$ cat src/rtl/wseq_pkg.sv
package wseq_pkg;
  // Width of one counter section; the address width must be a multiple of it.
  localparam int unsigned NIB_W = 4;

  function automatic int unsigned sec_count(input int unsigned width);
    return width / NIB_W;
  endfunction
endpackage

$ cat src/rtl/wseq_nib_ctr.sv
module wseq_nib_ctr #(
  parameter int unsigned ADDR_W = 16
) (
  input  logic              clk,
  input  logic              rst_n,
  input  logic              load,
  input  logic              inc,
  input  logic [ADDR_W-1:0] start,
  output logic [ADDR_W-1:0] addr
);
  localparam int unsigned NW   = wseq_pkg::NIB_W;
  localparam int unsigned NSEC = wseq_pkg::sec_count(ADDR_W);

  logic [NSEC-1:0] sec_en;
  assign sec_en[0] = inc;

  for (genvar g = 0; g < NSEC; g++) begin : g_sec
    logic [NW-1:0] q;
    always_ff @(posedge clk or negedge rst_n) begin
      if (!rst_n)         q <= '0;
      else if (load)      q <= start[g*NW +: NW];
      else if (sec_en[g]) q <= q + 1'b1;
    end
    assign addr[g*NW +: NW] = q;
    if (g < NSEC - 1) begin : g_carry
      assign sec_en[g+1] = sec_en[g] & (&q);
    end
  end

  // cascaded sections act as one binary incrementer
  a_r3_binary_step: assert property (@(posedge clk) disable iff (!rst_n)
    (inc && !load) |=> addr == $past(addr) + 1'b1);
  // all ones rolls over to zero
  a_r9_wrap_zero: assert property (@(posedge clk) disable iff (!rst_n)
    (inc && !load && (&addr)) |=> addr == '0);
  // load places the start value
  a_r2_load_start: assert property (@(posedge clk) disable iff (!rst_n)
    load |=> addr == $past(start));
endmodule

$ cat src/rtl/wseq_sample_ram.sv
module wseq_sample_ram #(
  parameter int unsigned AW = 8,
  parameter int unsigned DW = 13
) (
  input  logic          clk,
  input  logic          we,
  input  logic [AW-1:0] waddr,
  input  logic [DW-1:0] wdata,
  input  logic [AW-1:0] raddr,
  output logic [DW-1:0] rdata
);
  localparam int unsigned DEPTH = 1 << AW;

  logic [DW-1:0] mem [DEPTH];

  always_ff @(posedge clk) begin
    if (we) mem[waddr] <= wdata;
  end

  assign rdata = mem[raddr];
endmodule

$ cat src/rtl/wseq_out_latch.sv
module wseq_out_latch #(
  parameter int unsigned DW = 12
) (
  input  logic          clk,
  input  logic          rst_n,
  input  logic          take,
  input  logic [DW-1:0] din,
  output logic [DW-1:0] dout,
  output logic          valid
);
  always_ff @(posedge clk or negedge rst_n) begin
    if (!rst_n) begin
      dout  <= '0;
      valid <= 1'b0;
    end else begin
      valid <= take;
      if (take) dout <= din;
    end
  end

  // one pulse per tick, data steady between ticks
  a_r7_pulse_on_tick: assert property (@(posedge clk) disable iff (!rst_n)
    take |=> valid && dout == $past(din));
  a_r7_quiet_between: assert property (@(posedge clk) disable iff (!rst_n)
    !take |=> !valid && $stable(dout));
endmodule

$ cat src/rtl/wave_addr_seq.sv
module wave_addr_seq #(
  parameter int unsigned ADDR_W   = 16,
  parameter int unsigned MEM_AW   = 8,
  parameter int unsigned SAMPLE_W = 12
) (
  input  logic                clk,
  input  logic                rst_n,
  input  logic                run_en,
  input  logic                adv,
  input  logic                sync_in,
  input  logic                host_we,
  input  logic [MEM_AW-1:0]   host_addr,
  input  logic [SAMPLE_W-1:0] host_wdata,
  input  logic                host_wstop,
  input  logic                host_start_we,
  input  logic [ADDR_W-1:0]   host_start,
  output logic [ADDR_W-1:0]   rd_addr,
  output logic [SAMPLE_W-1:0] dac_data,
  output logic                dac_valid
);
  localparam int unsigned WORD_W = SAMPLE_W + 1;  // flag on top of the sample

  logic [ADDR_W-1:0] start_q;
  logic [WORD_W-1:0] rword;
  logic              cur_stop;
  logic              tick;
  logic              reload;

  always_ff @(posedge clk or negedge rst_n) begin
    if (!rst_n)                       start_q <= '0;
    else if (!run_en && host_start_we) start_q <= host_start;
  end

  assign tick     = run_en & adv;
  assign cur_stop = rword[SAMPLE_W];
  assign reload   = !run_en | sync_in | (tick & cur_stop);

  wseq_nib_ctr #(.ADDR_W(ADDR_W)) u_ctr (
    .clk   (clk),
    .rst_n (rst_n),
    .load  (reload),
    .inc   (tick),
    .start (start_q),
    .addr  (rd_addr)
  );

  wseq_sample_ram #(.AW(MEM_AW), .DW(WORD_W)) u_ram (
    .clk   (clk),
    .we    (host_we & !run_en),
    .waddr (host_addr),
    .wdata ({host_wstop, host_wdata}),
    .raddr (rd_addr[MEM_AW-1:0]),
    .rdata (rword)
  );

  wseq_out_latch #(.DW(SAMPLE_W)) u_lat (
    .clk   (clk),
    .rst_n (rst_n),
    .take  (tick),
    .din   (rword[SAMPLE_W-1:0]),
    .dout  (dac_data),
    .valid (dac_valid)
  );

  // sync restarts at start
  a_r6_sync_restart: assert property (@(posedge clk) disable iff (!rst_n)
    (run_en && sync_in) |=> rd_addr == $past(start_q));
  // flagged word read on a tick restarts the loop
  a_r5_flag_restart: assert property (@(posedge clk) disable iff (!rst_n)
    (tick && cur_stop) |=> rd_addr == $past(start_q));
  // no tick, no sync, no movement
  a_r4_idle_hold: assert property (@(posedge clk) disable iff (!rst_n)
    (run_en && !adv && !sync_in) |=> $stable(rd_addr));
  // start register frozen while running
  a_r8_start_frozen: assert property (@(posedge clk) disable iff (!rst_n)
    run_en |=> $stable(start_q));
endmodule

$ cat config.mk
export PLATFORM = sky130hd
export DESIGN_NAME = wave_addr_seq
export DESIGN_NICKNAME = d
export VERILOG_FILES = /design/src/rtl/wseq_pkg.sv /design/src/rtl/wseq_nib_ctr.sv /design/src/rtl/wseq_sample_ram.sv /design/src/rtl/wseq_out_latch.sv /design/src/rtl/wave_addr_seq.sv
export SDC_FILE = /design/constraint.sdc
export NUM_CORES = 2
export LEC_CHECK = 0
export BUFFER_PORTS_ARGS = -buffer_cell sky130_fd_sc_hd__buf_2
export CAP_MARGIN = 20
export CORE_ASPECT_RATIO = 0.8
export CORE_MARGIN = 10
export CORE_UTILIZATION = 25
export DETAILED_ROUTE_END_ITERATION = 8
export SKIP_CTS_REPAIR_TIMING = 1
export SLEW_MARGIN = 20
export SYNTH_ARGS = -nofsm -noshare
export SYNTH_HDL_FRONTEND = slang
export SYNTH_SLANG_ARGS = --single-unit
$ cat constraint.sdc
create_clock -name clk -period 3 [get_ports clk]
set_input_delay 0.15 -clock clk [delete_from_list [all_inputs] [get_ports clk]]
set_output_delay 0.15 -clock clk [all_outputs]
set_load 0.02 [all_outputs]
# Word level (Yosys, flattened, before mapping)
# Memory sizes are Yosys's and may differ from the RTL's.
# Cells that the tools add are included.
# totals
regBits	45
mem_bits_rw	3328
inputBits	44
output_inout_bits	29
elab_cells	39
n_memories	1
# memory_table
memory	words	word_bits	read_ports	rd_clocked_by_memory_dff	wr	line	source
u_ram.mem	256	13	1	0	1	wseq_sample_ram.sv:14	logic [DW-1:0] mem [DEPTH];
# op_classes
add_sub_neg	4
mux	10
bitwise	8
reduce_logical	9
# op_table
cell	count
$mux 4	8
$add 4x1->4 const B	4
$reduce_and 4->1	3
$reduce_bool 2->1	4
$and 1x1->1	6
$mux 1	2
$or 1x1->1	2
$logic_and 1x1->1	1
$logic_not 1->1	1

# Longest topological paths before layout
# logic_depth
depth_word	6
mapped_depth	13

# By module
# Synthesis repeated with hierarchy kept, for this count alone.
# unflattened
cells_unflattened	5866
area_unflattened_um2	130187.4
# modules_own_cells
mod	n_inst	cells_each	area_per_inst_um2
wseq_sample_ram	1	5716	128124.1
wseq_nib_ctr	1	85	878.3
wave_addr_seq	1	39	675.6
wseq_out_latch	1	26	509.2

# Worst setup path after synthesis
# Ideal clock, no wire load.
# synth_timing
path_kind	register -> register
from	reg u_ctr.g_sec[0].q[1]
to	reg u_lat.dout[0]
setup_time_ns	0.144
arrival_time_ns	3.273
t_required_ns	2.856
setup_slack_ns	-0.416
path_stages_with_launch	12
path_buffers	6
path_cell_list	dfrtp_1 -> buf_4 -> buf_6 -> buf_2 -> buf_2 -> buf_2 -> buf_1 -> mux4_2 -> mux4_2 -> mux4_2 -> mux2i_1 -> a21oi_1
# synth_via
elab_chain_cells	1
# synth_lines
element	line	source
start, declared	wseq_nib_ctr.sv:18	logic [NW-1:0] q;
start signal, assigned	wseq_nib_ctr.sv:21	else if (load) q <= start[g*NW +: NW];
start signal, assigned	wseq_nib_ctr.sv:22	else if (sec_en[g]) q <= q + 1'b1;
$mem_v2 256x13	-	
end signal, assigned	wseq_out_latch.sv:17	if (take) dout <= din;
end, declared	wseq_out_latch.sv:8	output logic [DW-1:0] dout,
# Every way passes these cells.
# A chain may end at the register's enable or synchronous reset.

# Final worst setup path
# layout_timing
from	reg u_ctr.g_sec[0].q[1]
to	reg u_ctr.g_sec[3].q[2]
# layout_via
elab_chain_cells	5
elab_cells_between_ends	9
cone_classes	mux: 1; bitwise: 5; reduce/logical: 2; memory: 1
# layout_lines
element	line
parallel branches: the longest is 5 deep, another holds $mem_v2 256x13	-
end signal, assigned	wseq_nib_ctr.sv:21
end signal, assigned	wseq_nib_ctr.sv:22
end, declared	wseq_nib_ctr.sv:18
# Parallel ways; which one is timed is not known.

==> key figures <==
Status
  – Outcome: complete, but fails checks
  – Failing checks: setup timing

Placement
  – Placed cell areas: 0.1468 mm^2
  – Routability cong.: 0.8084
  – Pre-CTS setup slack: -0.8817 ns
  – DP HPWL: around 230000 um
  – Placed Cells incl. Taps: 12790
  – Buffers on Ports: 72

Layout
  – Synthesis-to-layout area growth: 22.21%
  – Leading cell type in the layout, fill and taps excluded: edfxtp_1
  – Commonest cells after routing, fill and taps aside: edfxtp_1, mux4_2, buf_4, clkbuf_16, buf_12
  – Nets@finish: 6377
  – Layout cells sized above 1: 0.3790
  – # fillers: about 49000
  – Post-route cell area: 0.1589 mm^2
  – Finished Layout Cells: 13500
  – Final Util: 0.3071

Critical path
  – Worst-path fanout max: 8
  – CP cell instances: buf_12 > mux4_2 > mux4_2 > or3_4 > o311ai_4 > a311o_1 > buf_6 > a31oi_4 > buf_12 > mux2_4
  – Worst r2r dst: u_ctr.g_sec[3].q[2]$_DFFE_PN0P_
  – Crit. End Element: flop
  – Slowest cell on crit path: mux4_2
  – Worst R2R Setup Slack: -0.55 ns
  – CP Launch Type: flop
  – CP Class: flop to flop
  – Arrival @ worst endpoint: 4.30 ns
  – FF-to-FF Start: u_ctr.g_sec[0].q[1]$_DFFE_PN0P_
  – Crit-path max cell delay: 0.64 ns
  – Worst Path Required: ~3.8 ns
  – Worst R2R Path Depth: 10

STA
  – Max-slew violation count: 0
  – Endpoints failing hold: 0
  – Final min period: about 3.6 ns
  – Hold WS: 0.02813 ns
  – # setup viols final: 28
  – Final worst path period share: 1.184
  – FMAX: 281.4 MHz
  – Layout Skew: slightly below 0.1 ns
  – Slew margin rel.: 0.2028
  – Least-Margin Pin Slew: 1.196 ns
  – RSZ-0062 raised after global routing: true
  – Final WS setup: -0.5531 ns

CTS
  – TritonCTS buffer count: 323
  – Clock Latency Late Sink: 0.91 ns
  – Clk buf depth: 4
  – Clk slew on worst S/H paths: 0.07 ns
  – Clock sink count: 3373
  – Clock root buffer: clkbuf_16
  – H-tree depth: 5
  – TritonCTS clock tree: yes

Route
  – WL/cell: 26.92 um
  – Initial DRC Count: 9086
  – DRC viols: 0
  – Via density: 4.720
  – Post-route ant nets: 0
  – Routed via count: 63740
  – TritonRoute pass-1 iters: 5
  – Routed wire length: about 360000 um

GRT
  – Layer with the highest usage: met2
  – GRT overflow: 0
  – Initial antenna violation count: 52
  – GRT met1 Usage: 0.1826
  – First-pass GRT wire length: 501700 um
  – Number of global-route vias before repair: ~63000
  – Global Route Usage Sum: 0.1262
  – Pin count of the biggest net entering global routing: 129
  – GR Util met2: 0.1947
  – Met3 usage: 0.02444

Yosys
  – Synth top area cells: edfxtp_1, mux4_2, dfrtp_1
  – Post-Syn Area per Cell: 24.18 um^2
  – Mapped cell area: 0.1300 mm^2
  – Yosys warning count: 0
  – Syn Nets: 5424
  – Post-synth cell types: 59
  – Most used flip-flop cell after synthesis: edfxtp_1
  – Sequential element share of the synthesized area: 0.7773
  – FFs w/ async S/R, synth: 0.01334
  – Cells after synthesis: roughly 5400
  – Number of synthesized register bits: about 3400
  – Post-synth EDFFs: 3328
  – Yosys top cell area share: 0.7687
  – Post-synth top area cell: edfxtp_1

Floorplanning
  – Die Area: around 0.55 mm^2
  – Die width: about 830 um
  – I/O pin count: 73
  – Core Rows: 236
  – Initial core utilization: 0.2513
  – Die height: approximately 670 um
  – Core Region: 0.5173 mm^2

Hold path
  – Worst min-delay path class: primary input to flop
  – WHS Path Cells: 4
  – HP Start: host_start_we
  – Hold Path End: start_q[6]$_DFFE_PN0P_

Flow run
  – Max cap viols: 0

Pwr
  – Maximum vdd drop: 0.4882 mV
  – Power per cell area: between 800 and 900 mW/mm^2
  – Leakage: 49.02 nW
## registers in the layout (all words and copies together) (netlist names)
name / cells
u_ram.mem: 3328
start_q: 16
u_ctr.g_sec.q: 16
u_lat.dout: 12
u_lat.valid: 1
## power breakdown
| part | switching, mW | internal [mW] | total, mW |
|---|---|---|---|
| logic | 23.2 | 22.5 | 45.7 |
| clock network | 17.7 | 22.1 | 39.7 |
| registers | 0.537 | 52.0 | 52.6 |
| total | 41.5 | 96.6 | 138 |
## stage by stage
stage | total power [mW] | TNS [ns]
finish | 138.0 | -12.73
global route | 142.6 | -13.79
CTS | 136.4 | -19.12
detailed placement | 96.73 | -18.25
global placement | 96.42 | -19.59
floorplan | 78.40 | -1.604
## cell type report
class	instances	area [um^2]	share of cell area
Antenna cell	19	47.55	0.0002992
Clock buffer	394	8433	0.05307
Clock inverter	185	1680	0.01058
Inverter	7	36.28	0.0002284
Multi-Input combinational cell	1690	27630	0.1739
Sequential cell	3373	101100	0.6362
Tap cell	6902	8636	0.05435
Timing Repair Buffer	934	11350	0.07141
## synthesized netlist by cell type, drive strengths merged, types with 7 or more instances
| cell | number |
|---|---|
| a21oi | 15 |
| a31oi | 7 |
| and2 | 7 |
| buf | 210 |
| clkbuf | 96 |
| dfrtp | 45 |
| edfxtp | 3328 |
| mux2 | 43 |
| mux2i | 42 |
| mux4 | 1054 |
| nand2 | 68 |
| nand3 | 31 |
| nand4 | 15 |
| nor2 | 285 |
| nor2b | 15 |
| nor3 | 9 |
| o211ai | 8 |
| o21ai | 15 |
| o22ai | 10 |
| xnor2 | 8 |
## critical path: cells and delay by family (launching register included)
family	cells	cell delay [ns]
AND/OR/NAND/NOR	1	0.41
flip-flops	1	0.52
AO/OA/AOI/OAI	3	0.45
multiplexers	3	1.47
buffers and inverters	3	0.53
## cells by family (layout without fill, tap and decap cells)
family,after synthesis,in the layout,synth area share
fa+ha+maj,4,4,0.0003850
mux,1139,1139,0.1896
buf+inv,313,1520,0.01271
compound gates,92,92,0.005043
simple gates,446,446,0.01436
flops,3373,3373,0.7773
other cells,0,19,0
xor+xnor,9,9,0.0006063
## per-layer routing
layer / part of all wire / vias up
met5: 0.00015 / -
met4: 0.026 / 8
met3: 0.099 / 500
met2: 0.46 / 3459
met1: 0.41 / 34660
li1: - / 25120
## worst max-delay path by stage
| stage | startpoint | to | slack, ns |
|---|---|---|---|
| final | u_ctr.g_sec[0].q[1]$_DFFE_PN0P_ | u_ctr.g_sec[3].q[2]$_DFFE_PN0P_ | -0.55 |
| after global routing | u_ctr.g_sec[0].q[1]$_DFFE_PN0P_ | u_ctr.g_sec[3].q[1]$_DFFE_PN0P_ | -0.56 |
| after CTS | u_ctr.g_sec[0].q[0]$_DFFE_PN0P_ | u_ctr.g_sec[3].q[2]$_DFFE_PN0P_ | -0.94 |
| after detailed placement | u_ctr.g_sec[0].q[0]$_DFFE_PN0P_ | u_ctr.g_sec[3].q[2]$_DFFE_PN0P_ | -0.88 |
| after global placement | u_ctr.g_sec[0].q[0]$_DFFE_PN0P_ | u_ctr.g_sec[2].q[0]$_DFFE_PN0P_ | -0.93 |
| after floorplan | u_ctr.g_sec[0].q[0]$_DFFE_PN0P_ | u_lat.dout[0]$_DFFE_PN0P_ | -0.12 |
Note: power is estimated with default switching activity, not from simulation.
